[src/rtl/pair_clash.sv]
module pair_clash #(
  parameter int CW = 16,
  parameter int TW = 4
) (
  input  logic          p_wr_i,
  input  logic [CW-1:0] p_s_i,
  input  logic [CW-1:0] p_de_i,
  input  logic          e_wr_i,
  input  logic [CW-1:0] e_s_i,
  input  logic [CW-1:0] e_de_i,
  input  logic [TW-1:0] twtr_i,
  output logic          clash_o
);
  logic later, overlap, odd_off;

  always_comb begin
    later   = (e_s_i >= p_s_i);
    overlap = (later && e_s_i <= p_de_i) || (!later && p_s_i <= e_de_i);
    odd_off = p_s_i[0] ^ e_s_i[0];
    unique case ({p_wr_i, e_wr_i})
      2'b00: clash_o = overlap && odd_off;
      2'b10: clash_o = later ? (e_s_i < p_de_i + CW'(twtr_i)) : (p_s_i < e_de_i);
      2'b01: clash_o = later ? (e_s_i < p_de_i) : (p_s_i < e_de_i + CW'(twtr_i));
      default: clash_o = 1'b0;
    endcase
  end
endmodule

[src/rtl/inflight_list.sv]
module inflight_list #(
  parameter int DEPTH = 8,
  parameter int CW    = 16,
  parameter int TW    = 4,
  parameter int FW    = $clog2(DEPTH + 1)
) (
  input  logic          clk,
  input  logic          rst_n,
  input  logic [CW-1:0] now_i,
  input  logic          commit_i,
  input  logic          p_wr_i,
  input  logic [CW-1:0] p_s_i,
  input  logic [CW-1:0] p_de_i,
  input  logic [CW-1:0] p_ce_i,
  input  logic [TW-1:0] twtr_i,
  output logic          hit_o,
  output logic [FW-1:0] fill_o,
  output logic          ovf_o
);
  localparam int IW = (DEPTH > 1) ? $clog2(DEPTH) : 1;

  logic [DEPTH-1:0] vld_q, vld_d, live, clash, we;
  logic [DEPTH-1:0] wr_q;
  logic [CW-1:0]    s_q  [DEPTH];
  logic [CW-1:0]    de_q [DEPTH];
  logic [CW-1:0]    ce_q [DEPTH];
  logic [IW-1:0]    sel;
  logic             has_free, ovf_q, ovf_d;

  genvar g;
  generate
    for (g = 0; g < DEPTH; g++) begin : g_slot
      assign live[g] = vld_q[g] && (ce_q[g] >= now_i);

      pair_clash #(.CW(CW), .TW(TW)) u_cmp (
        .p_wr_i(p_wr_i), .p_s_i(p_s_i), .p_de_i(p_de_i),
        .e_wr_i(wr_q[g]), .e_s_i(s_q[g]), .e_de_i(de_q[g]),
        .twtr_i(twtr_i), .clash_o(clash[g])
      );

      always_ff @(posedge clk) begin
        if (we[g]) begin
          wr_q[g] <= p_wr_i;
          s_q[g]  <= p_s_i;
          de_q[g] <= p_de_i;
          ce_q[g] <= p_ce_i;
        end
      end
    end
  endgenerate

  always_comb begin
    has_free = 1'b0;
    sel      = '0;
    for (int i = DEPTH - 1; i >= 0; i--) begin
      if (!live[i]) begin
        has_free = 1'b1;
        sel      = IW'(i);
      end
    end
    we    = '0;
    vld_d = live;
    if (commit_i && has_free) begin
      we[sel]    = 1'b1;
      vld_d[sel] = 1'b1;
    end
    ovf_d = ovf_q | (commit_i & ~has_free);
  end

  always_comb begin
    fill_o = '0;
    for (int i = 0; i < DEPTH; i++) fill_o = fill_o + FW'(live[i]);
  end

  assign hit_o = |(live & clash);
  assign ovf_o = ovf_q;

  always_ff @(posedge clk or negedge rst_n) begin
    if (!rst_n) begin
      vld_q <= '0;
      ovf_q <= 1'b0;
    end else begin
      vld_q <= vld_d;
      ovf_q <= ovf_d;
    end
  end
endmodule

[config.mk]
export PLATFORM = sky130hd
export DESIGN_NAME = inflight_list
export DESIGN_NICKNAME = d
export VERILOG_FILES = /design/src/rtl/pair_clash.sv /design/src/rtl/inflight_list.sv
export SDC_FILE = /design/constraint.sdc
export NUM_CORES = 1
export LEC_CHECK = 0
export ABC_AREA = 1
export BUFFER_PORTS_ARGS = -buffer_cell sky130_fd_sc_hd__buf_2
export CORE_MARGIN = 1
export CORE_UTILIZATION = 60
export DETAILED_ROUTE_END_ITERATION = 8
export GPL_ROUTABILITY_DRIVEN = 1
export PLACE_DENSITY = 0.77
export SLEW_MARGIN = 10
export SYNTH_ARGS = -nofsm -noshare
export SYNTH_HDL_FRONTEND = slang
export SYNTH_SLANG_ARGS = --single-unit
[constraint.sdc]
create_clock -name clk -period 7.8 [get_ports clk]
set_clock_uncertainty 0.05 [all_clocks]
set_input_delay 1.56 -clock clk [delete_from_list [all_inputs] [get_ports clk]]
set_output_delay 1.56 -clock clk [all_outputs]
set_load 0.01 [all_outputs]
Word level (Yosys, flattened, before mapping):

Memory sizes are Yosys's and may differ from the RTL's.
Index checks and enable logic that the tools add are counted.
Widths: inputs -> output; s select.

* muxes and demuxes: 123
* equal/unequal tests: 16
* magnitude comparators: 66
* add/subtract/negate cells: 16
* multipliers: 0
* bitwise gates (word level): 13
* shift operators: 0
* divide/modulo/power cells: 0
* reductions and logical operators: 80

Operators by type and width (count)
* $lt 16x16->1: 32
* $mux 16: 21
* $reduce_or 16->1: 21
* $ge 16x16->1: 16
* $le 16x16->1: 16
* $add 16x4->16: 9
* $mux 3: 29
* $mux 1: 62
* $logic_and 1x1->1: 34
* $pmux 1 s3: 8
* $add 4x1->4: 4
* $eq 2x1->1 const B: 8
* $eq 2x2->1 const B: 8
* $logic_not 2->1: 8
* $mux 8: 2
* $and 8x8->8: 1
* $logic_not 1->1: 8
* $logic_or 1x1->1: 8
* $or 8x8->8: 1
* $reduce_or 8->1: 1
* $xor 1x1->1: 8
* $add 3x1->4: 1
* $lt 3x4->1 const B: 1
* $add 2x1->3: 1
* 6 further kinds: 6

* bits in latches: 0
* memories kept: 3
* input bits: 72
* register bits after elaboration: 17
* bits in read-only memories: 0
* word-level logic and storage cells: 327
* memory bits (writable): 384
* output and inout port bits: 6

Memory list
* ce_q: depth 8, bits a word 16, rd ports 8, clocked after Yosys merged registers in 0, write ports 1, line inflight_list.sv:26 `logic [CW-1:0] ce_q [DEPTH];`
* de_q: depth 8, bits a word 16, rd ports 8, clocked after Yosys merged registers in 0, write ports 1, line inflight_list.sv:25 `logic [CW-1:0] de_q [DEPTH];`
* s_q: depth 8, bits a word 16, rd ports 8, clocked after Yosys merged registers in 0, write ports 1, line inflight_list.sv:24 `logic [CW-1:0] s_q [DEPTH];`

Longest topological paths before layout:

Gate-level depths: netlist (run 1).

* word-level depth: 25
* gate-level depth with buffers: 29

Hierarchy:

From an unflattened synthesis (run 1), not the netlist that was laid out.

* cell total of the unflattened synthesis: 4482
* area, all modules: 38071.5 µm²

Modules (own cells, without submodules)
* inflight_list: area an instance 15647.5 µm², cells each 948, instances 1
* pair_clash (g_slot[2].u_cmp ...): area an instance 2801.4 µm², cells each 446, instances 4
* pair_clash (g_slot[1].u_cmp ...): area an instance 2807.7 µm², cells each 438, instances 3
* pair_clash (g_slot[0].u_cmp): area an instance 2795.2 µm², cells each 436, instances 1

Least setup slack after synthesis (run 1):

No wires, ideal clock.

* path kind: input to output
* from: in now_i[3]
* to: out fill_o[2]
* setup slack: 1108 ps
* arrival: 5082 ps
* data required time: 6190 ps
* stages: 18
* path through: inv_1 > ha_1 > a21oi_1 > o21ai_0 > nand2_1 > o211ai_1 > nand2_1 > nand3_1 > nand2_1 > inv_1 > fa_1 > inv_1 > fa_1 > inv_1 > fa_1 > ha_1 > fa_1 > xor2_1

* cells in the longest elaborated chain, start to end: 9
* elaborated cells on any way between the ends: 23

RTL lines
* from (decl): line inflight_list.sv:9 `input logic [CW-1:0] now_i,`
* $ge 16x16->1: line inflight_list.sv:33 `assign live[g] = vld_q[g] && (ce_q[g] >= now_i);`
* $logic_and 1x1->1: line inflight_list.sv:33
* $add 1x1->2: line inflight_list.sv:72 `for (int i = 0; i < DEPTH; i++) fill_o = fill_o + FW'(live[i]);`
* $add 2x1->3: line inflight_list.sv:72
* $add 3x1->4: line inflight_list.sv:72
* $add 4x1->4 (3 in a row): line inflight_list.sv:72
* $add 4x1->4 *: line inflight_list.sv:72
* to (decl): line inflight_list.sv:17 `output logic [FW-1:0] fill_o,`

Mark *: on every way between the ends. The rest lies on a longest branch, timed or not.

Worst setup path after layout (run 1):

* from: in twtr_i[0]
* to: out hit_o

* cells in the longest elaborated chain, start to end: 6
* elaborated cells on any way between the ends: 51

RTL lines
* from (decl): line inflight_list.sv:15 `input logic [TW-1:0] twtr_i,`
* $add 16x4->16, on equally long branches: line pair_clash.sv:23, pair_clash.sv:22
* $lt 16x16->1, on equally long branches: line pair_clash.sv:23, pair_clash.sv:22
* $mux 1, on equally long branches: line pair_clash.sv:23, pair_clash.sv:22
* $pmux 1 s3: line pair_clash.sv:20 `unique case ({p_wr_i, e_wr_i})`
* $and 8x8->8 *: line inflight_list.sv:75 `assign hit_o = |(live & clash);`
* $reduce_or 8->1 *: line inflight_list.sv:75
* to (decl): line inflight_list.sv:16 `output logic hit_o,`

Marked as above.

==> impl_metrics.xml, run 1 <==
<?xml version="1.0" encoding="UTF-8"?>
<metrics>
  <group name="timing">
    <metric name="final_ws_setup" unit="ns">0.314</metric>
    <metric name="setup_viol" unit="">0</metric>
    <metric name="hold_viol_final" unit="">0</metric>
    <metric name="timing.slew.headroom" unit="">0.239</metric>
    <metric name="period_share" unit="">0.960</metric>
    <metric name="final-max-slew-violation-count" unit="">0</metric>
    <metric name="setup_total_negative_slack" unit="ns">0</metric>
    <metric name="final_period_minus_worst_setup_slack" unit="ns">7.49</metric>
    <metric name="rsz0062_at_grt" unit="">false</metric>
    <metric name="fmaxAchievable" unit="MHz">134</metric>
    <metric name="max_slew.worst_pin.slew" unit="ns">1.13</metric>
  </group>
  <group name="cells_and_area">
    <metric name="fraction_of_final_layout_cells_sized_beyond_drive_strength_1" unit="">0.0677</metric>
    <metric name="nNetsFinal" unit="">4484</metric>
    <metric name="filler_cell_count" unit="">4206</metric>
    <metric name="final_util" unit="">0.667</metric>
    <metric name="area_growth" unit="%">9.63</metric>
  </group>
  <group name="synthesis">
    <metric name="async_flop_share" unit="">0.0224</metric>
    <metric name="synth_top_area_cell" unit="">edfxtp_1</metric>
    <metric name="netlist.area_leader.share" unit="">0.359</metric>
    <metric name="synth.yosys.seq_area_share" unit="">0.366</metric>
    <metric name="synth-seq-cells" unit="">401</metric>
    <metric name="synthCells" unit="">3444</metric>
    <metric name="yosys_warns" unit="">0</metric>
    <metric name="synth_enable_flop_cells" unit="">392</metric>
    <metric name="post_synth_most_frequent_cells" unit="">ha_1 (783), nand2_1 (616), a21oi_1 (406)</metric>
    <metric name="ys_dominant_reg_cell" unit="">edfxtp_1</metric>
    <metric name="synth_area_per_cell" unit="um2">9.52</metric>
    <metric name="syn-num-nets" unit="">4312</metric>
    <metric name="synth.top_cells.by_area" unit="">edfxtp_1 (36%), ha_1 (30%), nand2_1 (7.1%)</metric>
    <metric name="synth_area" unit="mm2">0.0328</metric>
    <metric name="synth_most_common_cell" unit="">ha_1</metric>
    <metric name="post_synth_num_cell_types" unit="">48</metric>
  </group>
  <group name="drt">
    <metric name="drt-total-wl" unit="um">95900</metric>
    <metric name="ant_nets" unit="">0</metric>
    <metric name="initialDrtViolationCount" unit="">2018</metric>
    <metric name="route.vias.total" unit="">26585</metric>
    <metric name="drc" unit="">0</metric>
    <metric name="firstDrtPassIters" unit="">6</metric>
    <metric name="route.detailed.wl_per_inst" unit="um">22.0</metric>
    <metric name="viasPerCell" unit="">6.11</metric>
  </group>
  <group name="placed_design">
    <metric name="gp_congestion" unit="">0.986</metric>
    <metric name="pre_cts_ws" unit="ns">0.425</metric>
    <metric name="numPortBuffers" unit="">77</metric>
    <metric name="dp.final_hpwl" unit="um">71200</metric>
  </group>
  <group name="flow_run">
    <metric name="timing.max_cap.violations" unit="">0</metric>
  </group>
  <group name="clocking">
    <metric name="cts_htree_levels" unit="">2</metric>
    <metric name="clock_transition_at_the_register_clock_pins_on_the_worst_setup_and_hold_paths_after_cts" unit="ns">0.06</metric>
    <metric name="cts-root-buf" unit="">clkbuf_16</metric>
    <metric name="cts_hold_repair.buffers" unit="">0</metric>
    <metric name="cts_tree" unit="">done</metric>
    <metric name="clock-sinks" unit="">401</metric>
    <metric name="worst_skew_pair.late_latency" unit="ns">0.59</metric>
    <metric name="cts_buffers" unit="">45</metric>
    <metric name="cts_max_path_buffers" unit="">3</metric>
    <metric name="post_cts.repair.setup_buffers" unit="">0</metric>
    <metric name="post_cts_resized" unit="">0</metric>
  </group>
  <group name="worst_setup_path">
    <metric name="end_kind" unit="">output pin</metric>
    <metric name="cp.arrival" unit="ns">5.88</metric>
    <metric name="timing.critical_path.mode_cell" unit="">nand2_1</metric>
    <metric name="critical_path_class" unit="">input port to output pin</metric>
    <metric name="startpoint_class_of_the_critical_path" unit="">input port</metric>
    <metric name="crit_path_top_delay_cell" unit="">xor2_1</metric>
    <metric name="worst_ep_required_time" unit="ns">6.19</metric>
    <metric name="critPathMaxFanout" unit="">9</metric>
    <metric name="path_buf_inv" unit="">2</metric>
    <metric name="timing.critical_path.max_delay_family" unit="">simple AND/OR/NAND/NOR gates</metric>
    <metric name="slowest_delay" unit="ns">0.54</metric>
  </group>
  <group name="global_route">
    <metric name="grt_first_pass_wirelength" unit="um">145000</metric>
    <metric name="grt_overflow_total" unit="">0</metric>
    <metric name="first_global_vias" unit="">26003</metric>
    <metric name="track_usage" unit="">0.346</metric>
    <metric name="grt_max_degree" unit="">50</metric>
    <metric name="antenna_violations_before_repair" unit="">3</metric>
  </group>
  <group name="floorplanning">
    <metric name="die_area" unit="mm2">0.0556</metric>
    <metric name="ios" unit="">78</metric>
    <metric name="core.rowCount" unit="">85</metric>
    <metric name="die_height" unit="um">236</metric>
    <metric name="die_width" unit="um">236</metric>
    <metric name="initial_utilization" unit="">0.608</metric>
    <metric name="core_area" unit="mm2">0.0539</metric>
  </group>
  <group name="power_and_ir_drop">
    <metric name="cellPowerDensity" unit="mW/mm2">159</metric>
    <metric name="power.leakage" unit="nW">16.9</metric>
    <metric name="finalPower" unit="mW">5.72</metric>
    <metric name="power.ir.vdd_worst" unit="mV">0.196</metric>
  </group>
  <group name="run_status">
    <metric name="outcome" unit="">finished, final reports clean</metric>
  </group>
  <group name="hold_path">
    <metric name="holdCritPathClass" unit="">flop to flop</metric>
  </group>
</metrics>
==> per-layer routing <==
layer | up-vias | GRT usage | wire [um]
met5 | - | 0 | 44
met1 | 12382 | 0.418 | 36800
met2 | 1160 | 0.566 | 43500
met3 | 348 | 0.0547 | 7870
met4 | 6 | 0.248 | 7710
li1 | 12689 | - | -
==> where the power goes <==
part | switching, mW | total (mW) | internal, mW | leakage [nW]
Clock | 0.909 | 2.17 | 1.26 | 0.717
Combinational | 0.723 | 1.10 | 0.376 | 12.5
Sequential | 0.0290 | 2.46 | 2.43 | 3.68
Total | 1.66 | 5.72 | 4.06 | 16.9
==> through the flow <==
step | hold WS (ns) | instances | cell area, um2
floorplan | 0.415 | 3444 | 32800
global placement | 0.418 | 4265 | 34500
detailed placement | 0.413 | 4265 | 34500
CTS | 0.435 | 4347 | 35900
global route | 0.458 | 4347 | 35900
finish | 0.439 | 4348 | 35900
==> path summary, 6_finish.rpt <==
path	start	endpoint	slack (ns)	depth (start not counted)
worst max register to register	ce_q[1][35]	de_q[0][60]	3.68	16
min in group asynchronous	rst_n	vld_q[7]	0.77	1
worst max-delay path	twtr_i[0]	hit_o	0.31	25
worst min-delay path	ovf_o	ovf_o	0.44	1
max in group asynchronous	rst_n	ovf_o	6.73	1
worst min register to register	ovf_o	ovf_o	0.44	1
==> cell type report <==
type	instances	area, um2	share of cell area
Multi-Input combinational cell	2642	19300	0.538
Sequential cell	401	12000	0.334
Inverter	399	1500	0.0417
Clock buffer	57	1240	0.0346
Tap cell	696	871	0.0242
Timing Repair Buffer	127	761	0.0212
Clock inverter	25	231	0.00644
Antenna cell	1	2.50	0.0000696
==> sequential cells by signal, summed over array words and instances (netlist names) <==
register,flops
de_q,128
ovf_o,1
vld_q,8
s_q,128
ce_q,128
wr_q,8
==> cell families (layout without fill, tap and decap cells) <==
| logic type | count (synthesis) | in the layout | synth area share |
|---|---|---|---|
| adder cells (fa/ha/maj) | 796 | 796 | 0.307 |
| AND/OR/NAND/NOR | 1103 | 1103 | 0.150 |
| AO/OA/AOI/OAI | 643 | 643 | 0.105 |
| other | 0 | 1 | 0 |
| buffers and inverters | 401 | 608 | 0.0459 |
| flip-flops | 401 | 401 | 0.366 |
| XOR/XNOR | 100 | 100 | 0.0267 |
==> worst register-to-register path, stage by stage, from the launching register on <==
cell and delay [ns]:
edfxtp_1 0.36, ha_1 0.30, nand2_1 0.07, o21ai_0 0.43
nand2_1 0.09, o211ai_1 0.12, nand2_1 0.07, nand3_1 0.08
nand2_2 0.10, inv_1 0.09, a21oi_1 0.06, o21ai_1 0.12
nand2_1 0.09, nand2_1 0.07, nand2_1 0.28, nor2_4 0.82
buf_4 0.52
==> placed cells by master (no fill, tap or decap), types with 46 or more instances in the layout <==
cell type and count:
nor3_1 67, nor2_1 126, clkbuf_16 46, nand3_1 167, nand2_1 616, inv_1 397
edfxtp_1 392, a21oi_1 406, ha_1 783, buf_4 50, buf_2 77, nand4_1 51
xor2_1 83, o21ai_0 149
Note: power is estimated with default switching activity, not from simulation.
==> run 2: changes to the inputs <==
BUFFER_PORTS_ARGS = default   (was -buffer_cell sky130_fd_sc_hd__buf_2)
DONT_BUFFER_PORTS = 1   (was default)
PLACE_DENSITY = 0.76   (was 0.77)
SYNTH_HIERARCHICAL = 1   (was default)
==> run 2 against run 1 <==
Area after synthesis rose by 16%; utilization fell by 0.96 points; critical path depth is 9 lower; global-route usage decreased by 3.7 points; register-to-register slack better by 0.11 ns; combinational power decreased by 4%; final cell count rose by 25%; worst hold slack better by 0.021 ns; wire length up 3.1%; final area grew 14%; largest cell class unchanged.
==> impl_metrics.xml, run 2 <==
<?xml version="1.0" encoding="UTF-8"?>
<metrics>
  <group name="cells_and_area">
    <metric name="area_occupied_by_multi_input_gates" unit="mm2">0.0234</metric>
    <metric name="nNetsFinal" unit="">5452</metric>
    <metric name="layout.cells.non_filler" unit="">5417</metric>
    <metric name="final_design_area_no_fill" unit="mm2">0.0409</metric>
    <metric name="fraction_of_final_layout_cells_sized_beyond_drive_strength_1" unit="">0.0531</metric>
    <metric name="mostFrequentLayoutCells" unit="">nand2_1 (1084), ha_1 (819), inv_1 (712)</metric>
    <metric name="register_area" unit="mm2">0.0120</metric>
    <metric name="biggestRegsByFlops" unit="">ce_q x128, de_q x128, s_q x128</metric>
    <metric name="filler_cell_count" unit="">5147</metric>
    <metric name="final_common_cell" unit="">nand2_1</metric>
    <metric name="area_growth" unit="%">7.30</metric>
    <metric name="antenna_cells" unit="">0</metric>
  </group>
  <group name="clocking">
    <metric name="cts_htree_levels" unit="">2</metric>
    <metric name="post_cts_resized" unit="">0</metric>
    <metric name="clock_transition_at_the_register_clock_pins_on_the_worst_setup_and_hold_paths_after_cts" unit="ns">0.06</metric>
    <metric name="cts_hold_repair.buffers" unit="">0</metric>
    <metric name="cts_buffers" unit="">48</metric>
    <metric name="cts-root-buf" unit="">clkbuf_16</metric>
    <metric name="worst_skew_pair.late_latency" unit="ns">0.62</metric>
    <metric name="cts_tree" unit="">done</metric>
    <metric name="cts_max_path_buffers" unit="">3</metric>
    <metric name="clock-sinks" unit="">401</metric>
    <metric name="post_cts.repair.setup_buffers" unit="">0</metric>
  </group>
  <group name="timing">
    <metric name="final_ws_setup" unit="ns">0.556</metric>
    <metric name="final_period_minus_worst_setup_slack" unit="ns">7.24</metric>
    <metric name="final-max-slew-violation-count" unit="">0</metric>
    <metric name="setup_total_negative_slack" unit="ns">0</metric>
    <metric name="setup_viol" unit="">0</metric>
    <metric name="fin_hold_ws" unit="ns">0.459</metric>
    <metric name="fmaxAchievable" unit="MHz">138</metric>
    <metric name="max_slew.worst_pin.slew" unit="ns">1.25</metric>
    <metric name="period_share" unit="">0.929</metric>
    <metric name="timing.slew.headroom" unit="">0.164</metric>
    <metric name="hold_viol_final" unit="">0</metric>
    <metric name="rsz0062_at_grt" unit="">false</metric>
  </group>
  <group name="worst_setup_path">
    <metric name="cp.arrival" unit="ns">5.63</metric>
    <metric name="slowest_delay" unit="ns">0.56</metric>
    <metric name="critPathMaxFanout" unit="">8</metric>
    <metric name="critical_path.cell_chain" unit="">inv_1, ha_1, a21oi_1, o21ai_0, a21oi_1, nand3_1, nand2_2, inv_1, fa_1, inv_1, fa_1, inv_1, fa_1, ha_1, fa_1, xor2_1</metric>
    <metric name="startpoint_class_of_the_critical_path" unit="">input port</metric>
    <metric name="r2r_start" unit="">ce_q[1][61]</metric>
    <metric name="crit_path_top_delay_cell" unit="">fa_1</metric>
    <metric name="r2r-end" unit="">ce_q[1][19]</metric>
    <metric name="worstRegToRegCells" unit="">14</metric>
    <metric name="critical_path_class" unit="">input port to output pin</metric>
    <metric name="critPathCapture" unit="">fill_o[2]</metric>
    <metric name="critical_path.startpoint" unit="">now_i[11]</metric>
    <metric name="worst_ep_required_time" unit="ns">6.19</metric>
    <metric name="timing.reg2reg.setup_slack" unit="ns">3.79</metric>
    <metric name="end_kind" unit="">output pin</metric>
  </group>
  <group name="placed_design">
    <metric name="dpl_cell_area" unit="mm2">0.0392</metric>
    <metric name="gp_congestion" unit="">0.921</metric>
    <metric name="dp.final_hpwl" unit="um">66300</metric>
    <metric name="dpl.cell_count" unit="">5328</metric>
    <metric name="pre_cts_ws" unit="ns">0.538</metric>
    <metric name="numPortBuffers" unit="">0</metric>
  </group>
  <group name="global_route">
    <metric name="grt_first_pass_wirelength" unit="um">154000</metric>
    <metric name="antenna_violations_before_repair" unit="">0</metric>
    <metric name="grt_max_degree" unit="">50</metric>
    <metric name="track_usage" unit="">0.309</metric>
    <metric name="grt_overflow_total" unit="">0</metric>
    <metric name="first_global_vias" unit="">29548</metric>
  </group>
  <group name="synthesis">
    <metric name="async_flop_share" unit="">0.0224</metric>
    <metric name="yosys_warns" unit="">6</metric>
    <metric name="netlist.area_leader.share" unit="">0.309</metric>
    <metric name="synthCells" unit="">4482</metric>
    <metric name="synth_enable_flop_cells" unit="">392</metric>
    <metric name="post_synth_num_cell_types" unit="">38</metric>
    <metric name="syn-num-nets" unit="">5393</metric>
    <metric name="synth-seq-cells" unit="">401</metric>
    <metric name="synth_most_common_cell" unit="">nand2_1</metric>
    <metric name="synth_area" unit="mm2">0.0381</metric>
    <metric name="synth.yosys.seq_area_share" unit="">0.315</metric>
    <metric name="post_synth_most_frequent_cells" unit="">nand2_1 (1084), ha_1 (819), inv_1 (717)</metric>
    <metric name="synth_top_area_cell" unit="">edfxtp_1</metric>
    <metric name="synth.top_cells.by_area" unit="">edfxtp_1 (31%), ha_1 (27%), nand2_1 (11%)</metric>
    <metric name="ys_dominant_reg_cell" unit="">edfxtp_1</metric>
    <metric name="synth_area_per_cell" unit="um2">8.49</metric>
  </group>
  <group name="floorplanning">
    <metric name="core.rowCount" unit="">91</metric>
    <metric name="initial_utilization" unit="">0.612</metric>
    <metric name="core_area" unit="mm2">0.0622</metric>
    <metric name="die_height" unit="um">254</metric>
    <metric name="die_area" unit="mm2">0.0645</metric>
    <metric name="die_width" unit="um">254</metric>
    <metric name="ios" unit="">78</metric>
  </group>
  <group name="drt">
    <metric name="ant_nets" unit="">0</metric>
    <metric name="drt-total-wl" unit="um">98800</metric>
    <metric name="initialDrtViolationCount" unit="">2151</metric>
    <metric name="viasPerCell" unit="">5.67</metric>
    <metric name="route.vias.total" unit="">30692</metric>
    <metric name="route.detailed.wl_per_inst" unit="um">18.2</metric>
    <metric name="drc" unit="">0</metric>
    <metric name="firstDrtPassIters" unit="">7</metric>
  </group>
  <group name="power_and_ir_drop">
    <metric name="power.leakage" unit="nW">20.5</metric>
    <metric name="cellPowerDensity" unit="mW/mm2">144</metric>
    <metric name="power.ir.vdd_worst" unit="mV">0.170</metric>
  </group>
  <group name="hold_path">
    <metric name="holdCritPathClass" unit="">flop to flop</metric>
    <metric name="worstHoldStart" unit="">vld_q[4]</metric>
  </group>
  <group name="run_status">
    <metric name="outcome" unit="">finished, final reports clean</metric>
  </group>
  <group name="flow_run">
    <metric name="timing.max_cap.violations" unit="">0</metric>
  </group>
</metrics>
[run 2: cell count changes after synthesis, moves of 31 or more]
cell and change:
o21ai_0 -70, xor2_1 +95, a21o_1 +32, nand2_1 +468, inv_1 +320, ha_1 +36, o211ai_1 -31, nor2_1 +115
[run 2: power by group]
group	internal (mW)	total, mW	switching, mW	leakage, nW
sequential	2.42	2.46	0.0319	3.68
combinational	0.416	1.06	0.644	16.0
clock	1.39	2.35	0.958	0.791
total	4.23	5.86	1.63	20.5
[run 2: how the worst min path moves through the flow]
| stage | cells after the start | slack (ns) | to |
|---|---|---|---|
| after floorplan | 2 | 0.41 | vld_q[4] |
| after global placement | 2 | 0.44 | vld_q[4] |
| after detailed placement | 2 | 0.45 | vld_q[4] |
| after CTS | 2 | 0.47 | vld_q[4] |
| after global routing | 2 | 0.47 | vld_q[4] |
| final | 2 | 0.46 | vld_q[4] |
[run 2: final cells by class]
cell class | count | area share
multi-input combinational | 3352 | 0.572
sequential | 401 | 0.294
inverter | 729 | 0.0670
clock buffer | 56 | 0.0307
tap | 837 | 0.0256
clock inverter | 33 | 0.00968
timing repair buffer | 9 | 0.00165
[run 2: logic make-up after synthesis]
kind of cell | Yosys count | synth area share
AO/OA/AOI/OAI | 523 | 0.0731
buffers and inverters | 729 | 0.0719
adder cells (fa/ha/maj) | 839 | 0.280
AND/OR/NAND/NOR | 1796 | 0.216
XOR/XNOR | 194 | 0.0446
flip-flops | 401 | 0.315
[run 2: metrics by stage]
stage | utilization | power (mW)
final | 0.657 | 5.86
after global routing | 0.657 | 6.15
after CTS | 0.657 | 5.89
after detailed placement | 0.631 | 3.55
after global placement | 0.631 | 3.50
after floorplan | - | 3.32
[run 2: per-layer routing]
metal	wire length [um]	vias up	global-route usage
met3	7170	207	0.0419
met1	42000	14228	0.396
met4	3490	0	0.109
met5	0	-	0
met2	46100	1026	0.531
li1	-	15231	-
[run 2: worst max-delay path: cells and delay by family]
kind | cells | cell delay (ns)
XOR/XNOR | 1 | 0.27
AO/OA/AOI/OAI | 3 | 0.49
adder cells (fa/ha/maj) | 6 | 2.51
AND/OR/NAND/NOR | 2 | 0.29
buffers and inverters | 4 | 0.51
